`src/rtl/vol_pkg.sv`:
```
package vol_pkg;

  // Command strobes handed from control to the datapath each cycle
  typedef struct packed {
    logic up;    // raise the gain one step
    logic down;  // lower the gain one step
    logic mute;  // stage muted, gain frozen
  } stepCmd_t;

endpackage

```
`src/rtl/vol_sync.sv`:
```
// Plain two-flop synchronizer, one lane per bit
module vol_sync #(
  parameter int WIDTH = 1
) (
  input  logic             clk,
  input  logic             rst_n,
  input  logic [WIDTH-1:0] asyncIn,
  output logic [WIDTH-1:0] syncOut
);

  logic [WIDTH-1:0] stage1;

  always_ff @(posedge clk or negedge rst_n) begin
    if (!rst_n) begin
      stage1  <= '0;
      syncOut <= '0;
    end else begin
      stage1  <= asyncIn;
      syncOut <= stage1;
    end
  end

endmodule

```
`src/rtl/vol_debounce.sv`:
```
// Level filter: the output follows the input only after the input has held
// a different value for CYCLES consecutive clocks.
module vol_debounce #(
  parameter int CYCLES = 4
) (
  input  logic clk,
  input  logic rst_n,
  input  logic rawLvl,
  output logic cleanLvl
);

  localparam int CNT_W = $clog2(CYCLES + 1);
  localparam logic [CNT_W-1:0] LAST = CNT_W'(CYCLES - 1);

  logic [CNT_W-1:0] runLen;

  always_ff @(posedge clk or negedge rst_n) begin
    if (!rst_n) begin
      runLen   <= '0;
      cleanLvl <= 1'b0;
    end else if (rawLvl == cleanLvl) begin
      runLen <= '0;
    end else if (runLen == LAST) begin
      cleanLvl <= rawLvl;
      runLen   <= '0;
    end else begin
      runLen <= runLen + 1'b1;
    end
  end

  // The filtered level cannot flip twice in a row: every flip is followed
  // by at least CYCLES stable clocks.
  AST_DEB_NO_CHATTER: assert property (@(posedge clk) disable iff (!rst_n)
    (cleanLvl != $past(cleanLvl)) |=> $stable(cleanLvl));

endmodule

```
`src/rtl/vol_ctrl.sv`:
```
// Control: rising-edge detection on the filtered strobe, direction
// qualification and shutdown gating.
module vol_ctrl
  import vol_pkg::*;
(
  input  logic     clk,
  input  logic     rst_n,
  input  logic     stepLvl,
  input  logic     dirLvl,
  input  logic     shdnLvl,
  output stepCmd_t cmd
);

  logic stepPrev;
  logic stepRise;

  always_ff @(posedge clk or negedge rst_n) begin
    if (!rst_n) stepPrev <= 1'b0;
    else        stepPrev <= stepLvl;
  end

  // The edge is tracked even during shutdown, so a strobe that is still
  // high when shutdown ends does not count as a new edge.
  assign stepRise = stepLvl & ~stepPrev;

  always_comb begin
    cmd.mute = shdnLvl;
    cmd.up   = stepRise &  dirLvl & ~shdnLvl;
    cmd.down = stepRise & ~dirLvl & ~shdnLvl;
  end

  AST_CMD_ONEHOT: assert property (@(posedge clk) disable iff (!rst_n)
    $onehot0({cmd.up, cmd.down}));

  AST_ONE_PER_EDGE: assert property (@(posedge clk) disable iff (!rst_n)
    (cmd.up || cmd.down) |=> !(cmd.up || cmd.down));

endmodule

```
`src/rtl/vol_datapath.sv`:
```
// Datapath: saturating gain index, dB conversion and enable flag.
module vol_datapath
  import vol_pkg::*;
#(
  parameter int LEVELS      = 16,
  parameter int STEP_DB     = 3,
  parameter int MIN_DB      = -33,
  parameter int DEFAULT_IDX = 11,
  parameter int DB_W        = 7
) (
  input  logic                   clk,
  input  logic                   rst_n,
  input  stepCmd_t               cmd,
  output logic [$clog2(LEVELS)-1:0] gainIdx,
  output logic signed [DB_W-1:0] gainDb,
  output logic                   outEnable
);

  localparam int IDX_W = $clog2(LEVELS);
  localparam logic [IDX_W-1:0] TOP_IDX  = IDX_W'(LEVELS - 1);
  localparam logic [IDX_W-1:0] INIT_IDX = IDX_W'(DEFAULT_IDX);

  function automatic logic signed [DB_W-1:0] idxToDb(input logic [IDX_W-1:0] i);
    int v;
    v = int'(i) * STEP_DB + MIN_DB;
    return DB_W'(v);
  endfunction

  localparam logic signed [DB_W-1:0] INIT_DB = idxToDb(INIT_IDX);

  logic [IDX_W-1:0] idxNext;

  always_comb begin
    idxNext = gainIdx;
    if (cmd.up && gainIdx != TOP_IDX)        idxNext = gainIdx + 1'b1;
    else if (cmd.down && gainIdx != '0)      idxNext = gainIdx - 1'b1;
  end

  always_ff @(posedge clk or negedge rst_n) begin
    if (!rst_n) begin
      gainIdx   <= INIT_IDX;
      gainDb    <= INIT_DB;
      outEnable <= 1'b0;
    end else begin
      gainIdx   <= idxNext;
      gainDb    <= idxToDb(idxNext);
      outEnable <= ~cmd.mute;
    end
  end

  AST_SINGLE_STEP: assert property (@(posedge clk) disable iff (!rst_n)
    (int'(gainIdx) - int'($past(gainIdx)) <= 1) &&
    (int'($past(gainIdx)) - int'(gainIdx) <= 1));

  AST_NO_WRAP_TOP: assert property (@(posedge clk) disable iff (!rst_n)
    (gainIdx == TOP_IDX) |=> (gainIdx != '0));

  AST_NO_WRAP_BOTTOM: assert property (@(posedge clk) disable iff (!rst_n)
    (gainIdx == '0) |=> (gainIdx != TOP_IDX));

  AST_DB_TRACK: assert property (@(posedge clk) disable iff (!rst_n)
    (int'(gainIdx) == int'($past(gainIdx)) + 1) |->
      (int'(gainDb) == int'($past(gainDb)) + STEP_DB));

  AST_FROZEN_MUTE: assert property (@(posedge clk) disable iff (!rst_n)
    cmd.mute |=> $stable(gainIdx));

  AST_MUTE_FLAG: assert property (@(posedge clk) disable iff (!rst_n)
    cmd.mute |=> !outEnable);

endmodule

```
`src/rtl/stepped_volume_ctrl.sv`:
```
// Thin top: synchronizers, optional strobe filter, control and datapath.
module stepped_volume_ctrl
  import vol_pkg::*;
#(
  parameter int LEVELS          = 16,
  parameter int STEP_DB         = 3,
  parameter int MIN_DB          = -33,
  parameter int DEFAULT_IDX     = 11,
  parameter int DB_W            = 7,
  parameter bit DEBOUNCE_EN     = 1'b1,
  parameter int DEBOUNCE_CYCLES = 4
) (
  input  logic                      clk,
  input  logic                      rst_n,
  input  logic                      stepClkIn,
  input  logic                      dirIn,
  input  logic                      shutdownIn,
  output logic [$clog2(LEVELS)-1:0] gainIdx,
  output logic signed [DB_W-1:0]    gainDb,
  output logic                      outEnable
);

  logic [2:0] syncBus;
  logic       stepSync;
  logic       stepClean;
  stepCmd_t   cmd;

  vol_sync #(.WIDTH(3)) uSync (
    .clk     (clk),
    .rst_n   (rst_n),
    .asyncIn ({shutdownIn, dirIn, stepClkIn}),
    .syncOut (syncBus)
  );

  assign stepSync = syncBus[0];

  generate
    if (DEBOUNCE_EN) begin : gFilter
      vol_debounce #(.CYCLES(DEBOUNCE_CYCLES)) uDeb (
        .clk      (clk),
        .rst_n    (rst_n),
        .rawLvl   (stepSync),
        .cleanLvl (stepClean)
      );
    end else begin : gBypass
      assign stepClean = stepSync;
    end
  endgenerate

  vol_ctrl uCtrl (
    .clk     (clk),
    .rst_n   (rst_n),
    .stepLvl (stepClean),
    .dirLvl  (syncBus[1]),
    .shdnLvl (syncBus[2]),
    .cmd     (cmd)
  );

  vol_datapath #(
    .LEVELS      (LEVELS),
    .STEP_DB     (STEP_DB),
    .MIN_DB      (MIN_DB),
    .DEFAULT_IDX (DEFAULT_IDX),
    .DB_W        (DB_W)
  ) uDp (
    .clk       (clk),
    .rst_n     (rst_n),
    .cmd       (cmd),
    .gainIdx   (gainIdx),
    .gainDb    (gainDb),
    .outEnable (outEnable)
  );

endmodule

```
`config.mk`:
```
export PLATFORM = sky130hd
export DESIGN_NAME = stepped_volume_ctrl
export DESIGN_NICKNAME = d
export VERILOG_FILES = /design/src/rtl/vol_pkg.sv /design/src/rtl/vol_sync.sv /design/src/rtl/vol_debounce.sv /design/src/rtl/vol_ctrl.sv /design/src/rtl/vol_datapath.sv /design/src/rtl/stepped_volume_ctrl.sv
export SDC_FILE = /design/constraint.sdc
export NUM_CORES = 1
export LEC_CHECK = 0
export CORE_UTILIZATION = 40
export CTS_CLUSTER_SIZE = 30
export DETAILED_ROUTE_END_ITERATION = 7
export HOLD_SLACK_MARGIN = 0.15
export SLEW_MARGIN = 20
export SYNTH_ARGS = -nofsm -noshare
export SYNTH_HDL_FRONTEND = slang
export SYNTH_SLANG_ARGS = --single-unit
```
`constraint.sdc`:
```
create_clock -name clk -period 3.8 [get_ports clk]
set_input_delay 1.14 -clock clk [delete_from_list [all_inputs] [get_ports clk]]
set_output_delay 1.14 -clock clk [all_outputs]
set_load 0.02 [all_outputs]
```
Word level (Yosys, flattened, before mapping)
Index checks and enable logic that the tools add are counted.
Widths: inputs -> output; s select.

operators by class
  $add $sub $neg = 4
  reductions and logical operators = 4
  multipliers = 1
  multiplexer cells = 4
  equal/unequal tests = 3
  bitwise logic cells = 9

operators by type and width
  operator             count
  $mux 4               2
  $add 7x7->7 const B  1
  $mul 4x2->6 const B  1
  $mux 3               2
  $and 1x1->1          5
  $add 4x1->4 const B  1
  $ne 4x4->1 const B   1
  $not 1->1            4
  $reduce_bool 4->1    1
  $sub 4x1->4 const B  1
  $add 3x1->3 const B  1
  $eq 3x2->1 const B   1
  $logic_and 1x1->1    2
  $reduce_and 2->1     1
  $eq 1x1->1           1

word-level totals
  flip-flop bits (word level) = 23
  output and inout bits = 12

Depth between registers and ports, before layout
Gate-level depths: netlist of the first run.

  word-level depth = 9
  depth in mapped cells = 16
  mapped depth without buffers = 15

Cells and area by module
Synthesis of the first run repeated with hierarchy kept, for this count alone.

second synthesis, totals
  cell total of the unflattened synthesis = 99
  area total of the unflattened synthesis = 1206.2 um^2

modules (own cells, without submodules)
  module        sequential area each (um^2)  area an instance (um^2)  cells each  instances
  vol_datapath  304.0                        817.0                    78          1
  vol_debounce  100.1                        178.9                    11          1
  vol_sync      150.1                        150.1                    6           1
  vol_ctrl      25.0                         60.1                     4           1

Least setup slack after synthesis of the first run
OpenSTA, ideal clock, no wires.

  path type = register -> register
  start point = register uDp.gainIdx[1]
  end point = register uDp.gainDb[5]
  stages on the path, launching flop included = 15
  data arrival time = 3.166 ns
  library setup time = 0.080 ns
  clock period less this slack = 3.246 ns
  slack = 0.554 ns
  buffers on the path = 1
  path through = dfstp_2 > buf_2 > inv_1 > ha_1 > nand2b_1 > nor2_1 > nor2_1 > nor2_1 > a31oi_1 > o221a_2 > ha_1 > fa_1 > or4_4 > a21oi_2 > xnor2_1

between the ends
  longest elaborated chain between the ends = 6

ends and longest elaborated chain
  what                                                 RTL line            RTL
  start, declared                                      vol_datapath.sv:14  output logic [$clog2(LEVELS)-1:0] gainIdx,
  start signal, assigned                               vol_datapath.sv:45  gainIdx <= idxNext;
  branches (longest 3 deep; another with $sub 4x1->4)  -
  $mux 4 *                                             vol_datapath.sv:35  if (cmd.up && gainIdx != TOP_IDX) idxNext = gainIdx + 1'b1;
  net uDp.idxNext[1]                                   vol_datapath.sv:31  logic [IDX_W-1:0] idxNext;
  $mul 4x2->6 *                                        vol_datapath.sv:25  v = int'(i) * STEP_DB + MIN_DB;
  $add 7x7->7 *                                        vol_datapath.sv:25
  end signal, assigned                                 vol_datapath.sv:46  gainDb <= idxToDb(idxNext);
  end, declared                                        vol_datapath.sv:15  output logic signed [DB_W-1:0] gainDb,

Mark *: on every way through the listed nets, which the timed path passes.
A chain may end at the register's enable or synchronous reset.

Final worst setup path of the first run
Ends and elaborated chain as after synthesis.

==> results of run 1 <==
-- cell usage in the layout, fill, tap and decap left out, types with 2 or more instances in the layout --
cell and n:
nor3_1 3, o21ai_1 2, nand2_1 4, xnor2_1 3, nor2b_1 3, a21o_1 3, clkbuf_4 3, clkdlybuf4s50_1 15
inv_1 7, a31oi_1 2, xor2_1 4, o21ai_0 4, and2_1 2, dfstp_2 3, a21oi_1 4, nand3_1 3
ha_1 8, dfrtp_1 20, nor2_1 6
-- logic make-up after synthesis --
logic type      Yosys count  synth area share, %
simple gates             29                 14.8
compound gates           23                 13.9
fa+ha+maj                 9                 10.2
xor+xnor                  8                 6.59
flops                    23                 49.2
mux                       1                0.956
buf+inv                  11                 4.36
-- through the flow --
step | area, um2 | hold slack (ns) | power (mW)
2_1_floorplan | 1180 | 0.331 | 0.820
3_3_place_gp | 1350 | 0.333 | 0.966
3_5_place_dp | 1350 | 0.335 | 0.991
4_1_cts | 1380 | 0.366 | 1.11
5_1_grt | 1380 | 0.374 | 1.20
6_report | 1380 | 0.364 | 1.09
-- Yosys cell counts, types with 2 or more instances --
cell type  number
inv_1           7
dfstp_2         3
xor2_1          4
xnor2_1         3
buf_2           2
ha_1            8
and2_1          2
nor2_1          6
dfrtp_1        20
a21oi_1         4
nand3_1         3
nand2_1         4
o21ai_1         2
a31oi_1         2
o21ai_0         4
nor2b_1         3
a21o_1          3
nor3_1          3
-- power breakdown --
part	switching (mW)	leakage [nW]	internal (mW)
Clock	0.0776	0.0139	0.0401
Sequential	0.0595	0.262	0.324
Combinational	0.324	0.322	0.269
Total	0.461	0.598	0.633
-- worst paths after layout --
check,start,to,slack (ns),depth (start not counted)
min reg2reg,uSync.stage1[2],uSync.syncOut[2],0.36,0
min,uSync.stage1[2],uSync.syncOut[2],0.36,0
min in group asynchronous,rst_n,gFilter.uDeb.runLen[1],0.77,1
max reg2reg,uDp.gainIdx[1],uDp.gainDb[5],0.48,13
max in group asynchronous,rst_n,uDp.gainIdx[3],2.66,1
max,uDp.gainIdx[1],uDp.gainDb[5],0.48,13
-- sequential cells by signal, indices dropped and copies added, names as in the netlist --
register,flops
uCtrl.stepPrev,1
gFilter.uDeb.runLen,3
gFilter.uDeb.cleanLvl,1
uDp.gainDb,7
uDp.gainIdx,4
uSync.syncOut,3
uDp.outEnable,1
uSync.stage1,3
-- worst max-delay path: cells and delay by family (launching register included) --
| family | cells | cell delay [ns] |
|---|---|---|
| compound gates | 3 | 0.60 |
| buf+inv | 1 | 0.07 |
| simple gates | 5 | 0.89 |
| fa+ha+maj | 3 | 0.93 |
| flops | 1 | 0.66 |
| xor+xnor | 1 | 0.12 |
-- routing by layer --
metal | vias up | GRT usage [%]
met5 | - | 0
met4 | 0 | 6.27
met3 | 2 | 3.00
met2 | 14 | 23.0
met1 | 383 | 18.3
li1 | 396 | -
-- final cells by class --
| cell class | count | area [um2] |
|---|---|---|
| sequential | 23 | 579 |
| clock inverter | 1 | 7.51 |
| multi-input combinational | 70 | 547 |
| timing repair buffer | 16 | 155 |
| tap | 31 | 38.8 |
| fill | 263 | 1410 |
| clock buffer | 3 | 22.5 |
| inverter | 7 | 26.3 |
==> flow_summary.toml, run 1 <==
[drt]
wl_met1_um = 920
num_vias = 795
routed.top_layer = "met4"
dr_wl_met2_um = 898
drt-initial-drc-count = 10
drt_wl_total_um = 1900
drc = 0
viasPerCell = 5.26
antenna_left = 0
wl_met3_um = 61
wl_per_cell_um = 12.6
drtPass1Iterations = 4

[layout]
postLayoutCoreUtil_pct = 49.5
area_growth_pct = 16.9
layout.cells.non_filler = 151
drive_above_1_share_pct = 14.2
n_antenna_cell = 0
nets = 135

[sta]
tns_ns = 0
rsz0062_at_grt = "no"
fin_crit_sh_pct = 87.4
worst_pin_slew_ns = 0.625
drv_slew = 0
fin_ws_ns = 0.479
setup_viol = 0
max_freq_mhz = 301
period_needed_ns = 3.32
hold_viol_final = 0
skew_ns = 0.00506
relSlewSlack_pct = 58.2

[synth]
synth_cell_type_count = 39
ys_seq_elements = 23
ys_top_cells_by_area = "dfrtp_1 (43%), ha_1 (8.5%), dfstp_2 (6.7%), xor2_1 (3.0%), inv_1 (2.2%)"
synth-seq-area-share_pct = 49.2
synth_edf_count = 0
netlist.top_cell.by_area = "dfrtp_1"
synth_top_cell_area_share_pct = 42.5
syn_area_mm2 = 0.00118
syn-num-nets = 118
syn_inst = 104
synth_warnings = 0
synth_flop_cell = "dfrtp_1"
synth.avg_cell_area_um2 = 11.3
asyncSetResetFlopFracSynth_pct = 100

[clock_tree]
htreeDepth = 1
clock-sinks = 23
hold_buffers = 0
numCtsBuffers = 3
postCtsResizedCells = 0
post_cts_buffers = 0
cts_tree = "done"
root_buffer = "clkbuf_4"
clk_pin_slew_ns = 0.14
clockBufferDepth = 2
clkLatencyLatePin_ns = 0.31

[floorplan]
ios = 17
fp.dieW_um = 56.3
start_util_pct = 42.3
core_mm2 = 0.00278
rows = 19
die_h_um = 56.3
die_area_mm2 = 0.00316

[critical_path]
setup.worst_path.end_class = "register"
slowest_stage = "dfstp_2"
required_ns = 4.05
cpMostUsedCell = "nor2_1"
arrival_ns = 3.57
crit_path_start_kind = "register"
path_max_fanout = 11
crit_chain = "inv_1 > ha_1 > nand2b_1 > nor2_1 > nor2_1 > nor2_1 > a31oi_1 > o221a_2 > ha_1 > fa_1 > or4_4 > a21oi_2 > xnor2_1"
critPathKind = "reg2reg"
critPathMaxStageDelay_ns = 0.66

[pwr]
powerDensity_mw_per_mm2 = 795
vdd_drop_max_mv = 0.466
leakage_nw = 0.598

[global_routing]
overflow = 0
grt_pass1_vias = 800
antenna_found_initial = 0
grt_usage_pct = 14.2
grt_first_pass_wirelength_um = 3510
grt_max_degree = 24

[placed_design]
io_buffers = 16
place_congestion = 0.742
post-dp-hpwl_um = 1390
dp_cells = 147
post-place-ws_ns = 0.491

[hold_path]
hold_class = "reg2reg"

[flow_run]
maxCapViolCount = 0

[status]
run_status = "finished clean"
Power figures use the tool's default switching activity.
==> inputs of run 2 (changes only) <==
--- a/config.mk
+++ b/config.mk
@@ -5,11 +5,12 @@
 export SDC_FILE = /design/constraint.sdc
 export NUM_CORES = 1
 export LEC_CHECK = 0
+export CORE_MARGIN = 3
 export CORE_UTILIZATION = 40
 export CTS_CLUSTER_SIZE = 30
 export DETAILED_ROUTE_END_ITERATION = 7
-export HOLD_SLACK_MARGIN = 0.15
 export SLEW_MARGIN = 20
 export SYNTH_ARGS = -nofsm -noshare
 export SYNTH_HDL_FRONTEND = slang
+export SYNTH_HIERARCHICAL = 1
 export SYNTH_SLANG_ARGS = --single-unit
==> flow_summary.toml, run 2 <==
[global_routing]
grt_first_pass_wirelength_um = 3420
overflow = 0
met1_usage_pct = 17.9
grt_max_degree = 24
met3_usage_pct = 2.77
antenna_found_initial = 0
grt_pass1_vias = 777
grt_usage_pct = 12.4
met2_usage_pct = 17.9
busiest_layer = "met1"

[pwr]
vdd_drop_max_mv = 0.447
powerDensity_mw_per_mm2 = 940
leakage_nw = 0.635

[synth]
synth_top_cell_area_share_pct = 41.5
synth_edf_count = 0
ys_seq_elements = 23
synth_warnings = 6
ys_top_cells_by_count = "dfrtp_1 (20), ha_1 (9), inv_1 (9)"
synth.avg_cell_area_um2 = 12.2
syn_inst = 99
netlist.top_cell.by_area = "dfrtp_1"
yosysMostFrequentCell = "dfrtp_1"
synth-seq-area-share_pct = 48.0
synth_cell_type_count = 43
asyncSetResetFlopFracSynth_pct = 100
ys_top_cells_by_area = "dfrtp_1 (41%), ha_1 (9.3%), dfstp_2 (6.5%), xnor2_1 (4.4%), inv_1 (2.8%)"
syn_area_mm2 = 0.00121
syn-num-nets = 114
synth_flop_cell = "dfrtp_1"

[hold_path]
hold_class = "reg2reg"

[sta]
max_freq_mhz = 291
fin_ws_ns = 0.360
setup_viol = 0
rsz0062_at_grt = "no"
tns_ns = 0
period_needed_ns = 3.44
fin_crit_sh_pct = 90.5
drv_slew = 0
relSlewSlack_pct = 67.4
worst_pin_slew_ns = 0.489
hold_viol_final = 0
skew_ns = 0.00236

[floorplan]
die_area_mm2 = 0.00371
ios = 17
die_h_um = 60.9
fp.dieW_um = 60.9
start_util_pct = 43.0
rows = 19
core_mm2 = 0.00281

[placed_design]
place_congestion = 0.910
post-place-ws_ns = 0.407
post-dp-hpwl_um = 1450
io_buffers = 16
placed_area_mm2 = 0.00141

[drt]
wl_per_cell_um = 13.1
antenna_left = 0
drt_wl_total_um = 1980
num_vias = 821
drc = 0
viasPerCell = 5.44
drt-initial-drc-count = 20
drtPass1Iterations = 5

[layout]
final_cell_mix = "dfrtp_1 (20), clkdlybuf4s50_1 (15), ha_1 (9), inv_1 (9), xnor2_1 (6)"
area_growth_pct = 19.0
fin_area_mm2 = 0.00144
postLayoutCoreUtil_pct = 51.2
nets = 136
n_antenna_cell = 0
regMostFlops = "uDp/gainDb"
drive_above_1_share_pct = 20.8
final_common_cell = "dfrtp_1"
largestRegisters = "uDp/gainDb: 7 flops, uDp/gainIdx: 4 flops"
largest_register_ff_count = 7
nFillCells = 264

[clock_tree]
root_buffer = "clkbuf_4"
numCtsBuffers = 3
post_cts_buffers = 0
clk_pin_slew_ns = 0.12
postCtsResizedCells = 0
hold_buffers = 0
clkLatencyLatePin_ns = 0.31
htreeDepth = 1
clockBufferDepth = 2
cts_tree = "done"
clock-sinks = 23

[critical_path]
critPathKind = "reg2reg"
crit_path_start_kind = "register"
required_ns = 4.03
arrival_ns = 3.67
path_max_fanout = 8
setup.worst_path.end_class = "register"

[status]
run_status = "finished clean"

[flow_run]
maxCapViolCount = 0
==> run 2: report_power, final <==
group          leakage, nW  internal [mW]  switching, mW
registers            0.268          0.345         0.0622
logic                0.349          0.406          0.425
clock network       0.0177         0.0393         0.0719
==> run 2: cell type report <==
class	count	area, um2	share of cell area, %
inverter	9	33.8	2.35
tap	31	38.8	2.70
timing repair buffer	18	170	11.9
clock inverter	1	5.00	0.349
multi-input combinational	66	586	40.8
sequential	23	579	40.4
clock buffer	3	22.5	1.57
==> run 2: path summary, 6_finish.rpt <==
kind	startpoint	end	slack, ns	cells past startpoint
worst max-delay path	uDp/gainIdx[0]	uDp/gainDb[5]	0.36	15
worst min-delay path	uSync/stage1[1]	uSync/syncOut[1]	0.36	0
worst max register to register	uDp/gainIdx[0]	uDp/gainDb[5]	0.36	15
worst min register to register	uSync/stage1[1]	uSync/syncOut[1]	0.36	0
max in group asynchronous	rst_n	uDp/gainIdx[0]	2.67	1
min in group asynchronous	rst_n	gFilter.uDeb/runLen[1]	0.77	1
==> run 2: metrics by stage <==
stage,instances,hold WS [ns],power [mW]
finish,151,0.363,1.35
global route,151,0.372,1.47
CTS,151,0.366,1.36
detailed placement,147,0.336,1.24
global placement,147,0.335,1.23
floorplan,99,0.331,1.01
==> run 2: worst max-delay path, cell delays in order (launching register included) <==
cell	delay (ns)
dfstp_2	0.61
inv_1	0.06
ha_1	0.22
or3b_4	0.26
nand2_1	0.07
nor2_1	0.10
a22oi_1	0.09
xnor2_1	0.15
buf_4	0.16
inv_1	0.07
fa_1	0.57
inv_1	0.06
a311o_1	0.37
nand4b_4	0.21
o22a_1	0.19
a22oi_1	0.18
==> run 2: cell families after synthesis <==
family          share of synthesized area (%)
simple gates                             20.1
compound gates                           11.0
fa+ha+maj                                11.0
buf+inv                                  3.42
flops                                    48.0
mux                                      2.07
xor+xnor                                 4.36
==> run 2: per-layer routing <==
| layer | part of all wire (%) | wire [um] |
|---|---|---|
| met1 | 51 | 1020 |
| met2 | 42 | 836 |
| met3 | 5.0 | 98 |
| met4 | 1.4 | 27 |
| met5 | 0 | 0 |
==> inputs of run 3 (changes only) <==
--- a/config.mk
+++ b/config.mk
@@ -5,7 +5,7 @@
 export SDC_FILE = /design/constraint.sdc
 export NUM_CORES = 1
 export LEC_CHECK = 0
-export CORE_MARGIN = 3
+export CORE_MARGIN = 1
 export CORE_UTILIZATION = 40
 export CTS_CLUSTER_SIZE = 30
 export DETAILED_ROUTE_END_ITERATION = 7
==> flow_summary.toml, run 3 (synthesis gave the netlist of run 2 again) <==
[layout]
layout.cells.non_filler = 151
n_antenna_cell = 0
regMostFlops = "uDp/gainDb"
regArea_um2 = 579
final_common_cell = "dfrtp_1"
drive_above_1_share_pct = 20.0
largestRegisters = "uDp/gainDb: 7 flops, uDp/gainIdx: 4 flops"
multiInputGateArea_um2 = 586
area_growth_pct = 18.9
final_cell_mix = "dfrtp_1 (20), clkdlybuf4s50_1 (15), ha_1 (9), inv_1 (9), xnor2_1 (6)"
largest_register_ff_count = 7
nets = 136
nFillCells = 279

[global_routing]
antenna_found_initial = 0
grt_max_degree = 24
grt_usage_pct = 14.5
overflow = 0
grt_pass1_vias = 804
grt_first_pass_wirelength_um = 3590

[sta]
tns_ns = 0
hold_viol_final = 0
skew_ns = 0.0113
setup_viol = 0
worst_pin_slew_ns = 0.493
fin_crit_sh_pct = 90.7
drv_slew = 0
relSlewSlack_pct = 67.1
rsz0062_at_grt = "no"
fin_ws_ns = 0.352
period_needed_ns = 3.45
max_freq_mhz = 290

[pwr]
powerDensity_mw_per_mm2 = 938
total_power_mw = 1.35
leakage_nw = 0.632
vdd_drop_max_mv = 0.415

[drt]
num_vias = 805
drt-initial-drc-count = 31
wl_met3_um = 125
wl_met1_um = 974
dr_wl_met2_um = 891
antenna_left = 0
routed.top_layer = "met4"
wl_per_cell_um = 13.3
drt_wl_total_um = 2010
drc = 10
drtPass1Iterations = 6
viasPerCell = 5.33

[clock_tree]
hold_buffers = 0
htreeDepth = 1
postCtsResizedCells = 0
root_buffer = "clkbuf_4"
clkLatencyLatePin_ns = 0.31
clockBufferDepth = 2
cts_tree = "done"
clock-sinks = 23
clk_pin_slew_ns = 0.13
numCtsBuffers = 3
post_cts_buffers = 0

[critical_path]
crit_chain = "inv_1 > ha_1 > or3b_4 > nand2_1 > nor2_1 > a22oi_1 > xnor2_1 > buf_4 > ha_1 > a21o_1 > a211oi_1 > a32oi_1 > nand3_1 > nor3_1 > or3b_2"
arrival_ns = 3.64
slowest_stage = "dfstp_2"
critPathMaxStageDelay_ns = 0.61
crit_path_start_kind = "register"
critPathKind = "reg2reg"
required_ns = 4.00
path_max_fanout = 8
setup.worst_path.end_class = "register"
cpMostUsedCell = "ha_1"

[status]
violations = "design-rule violations"
run_status = "finished with violations"

[placed_design]
post-place-ws_ns = 0.375
dp_cells = 147
place_congestion = 0.738
io_buffers = 16
post-dp-hpwl_um = 1440

[floorplan]
core_mm2 = 0.00281
die_area_mm2 = 0.00324
rows = 19
ios = 17
die_h_um = 56.9
fp.dieW_um = 56.9
start_util_pct = 43.0

[flow_run]
maxCapViolCount = 0

[hold_path]
hold_class = "reg2reg"
## run 3: final timing paths
check | from | endpoint | slack [ns] | cells after the start
max | uDp/gainIdx[0] | uDp/gainDb[6] | 0.35 | 15
min | uSync/stage1[0] | uSync/syncOut[0] | 0.36 | 0
max reg2reg | uDp/gainIdx[0] | uDp/gainDb[6] | 0.35 | 15
min reg2reg | uSync/stage1[0] | uSync/syncOut[0] | 0.36 | 0
max in group asynchronous | rst_n | uDp/gainIdx[0] | 2.66 | 1
min in group asynchronous | rst_n | gFilter.uDeb/runLen[2] | 0.77 | 1
## run 3: metrics by stage
stage | utilization, % | hold WS (ns) | area [um2]
global route | 51.1 | 0.384 | 1430
CTS | 51.3 | 0.365 | 1440
floorplan | - | 0.331 | 1210
detailed placement | 50.4 | 0.337 | 1410
finish | 51.1 | 0.364 | 1430
global placement | 50.4 | 0.333 | 1410
## run 3: cell type report
type                    instances  share of cell area, %
well taps                      31                   2.71
repair buffers                 18                   11.9
inverters                       9                   2.36
multi-input cells              66                   40.8
flip-flops and latches         23                   40.4
clock buffers                   4                   1.83
## run 3: critical path, delay by kind of cell, from the launching register on
kind	cells	cell delay [ns]
xor gates and xnor gates	1	0.19
DFF	1	0.61
and+or+nand+nor	6	1.14
adders and majority gates	2	0.44
AOI/OAI and AO/OA	4	0.72
buffers and inverters	2	0.23
## run 3: report_power, final
part	leakage, nW	switching [mW]	total (mW)	internal, mW
combinational	0.349	0.420	0.826	0.405
sequential	0.268	0.0636	0.409	0.345
clock	0.0150	0.0699	0.111	0.0409
total	0.632	0.554	1.35	0.791
## run 3: per-layer routing
metal / vias to the layer above / track usage, %
met1: 385 / 20.5
met3: 2 / 3.00
met2: 20 / 21.2
met4: 0 / 6.97
met5: - / 0
li1: 398 / -
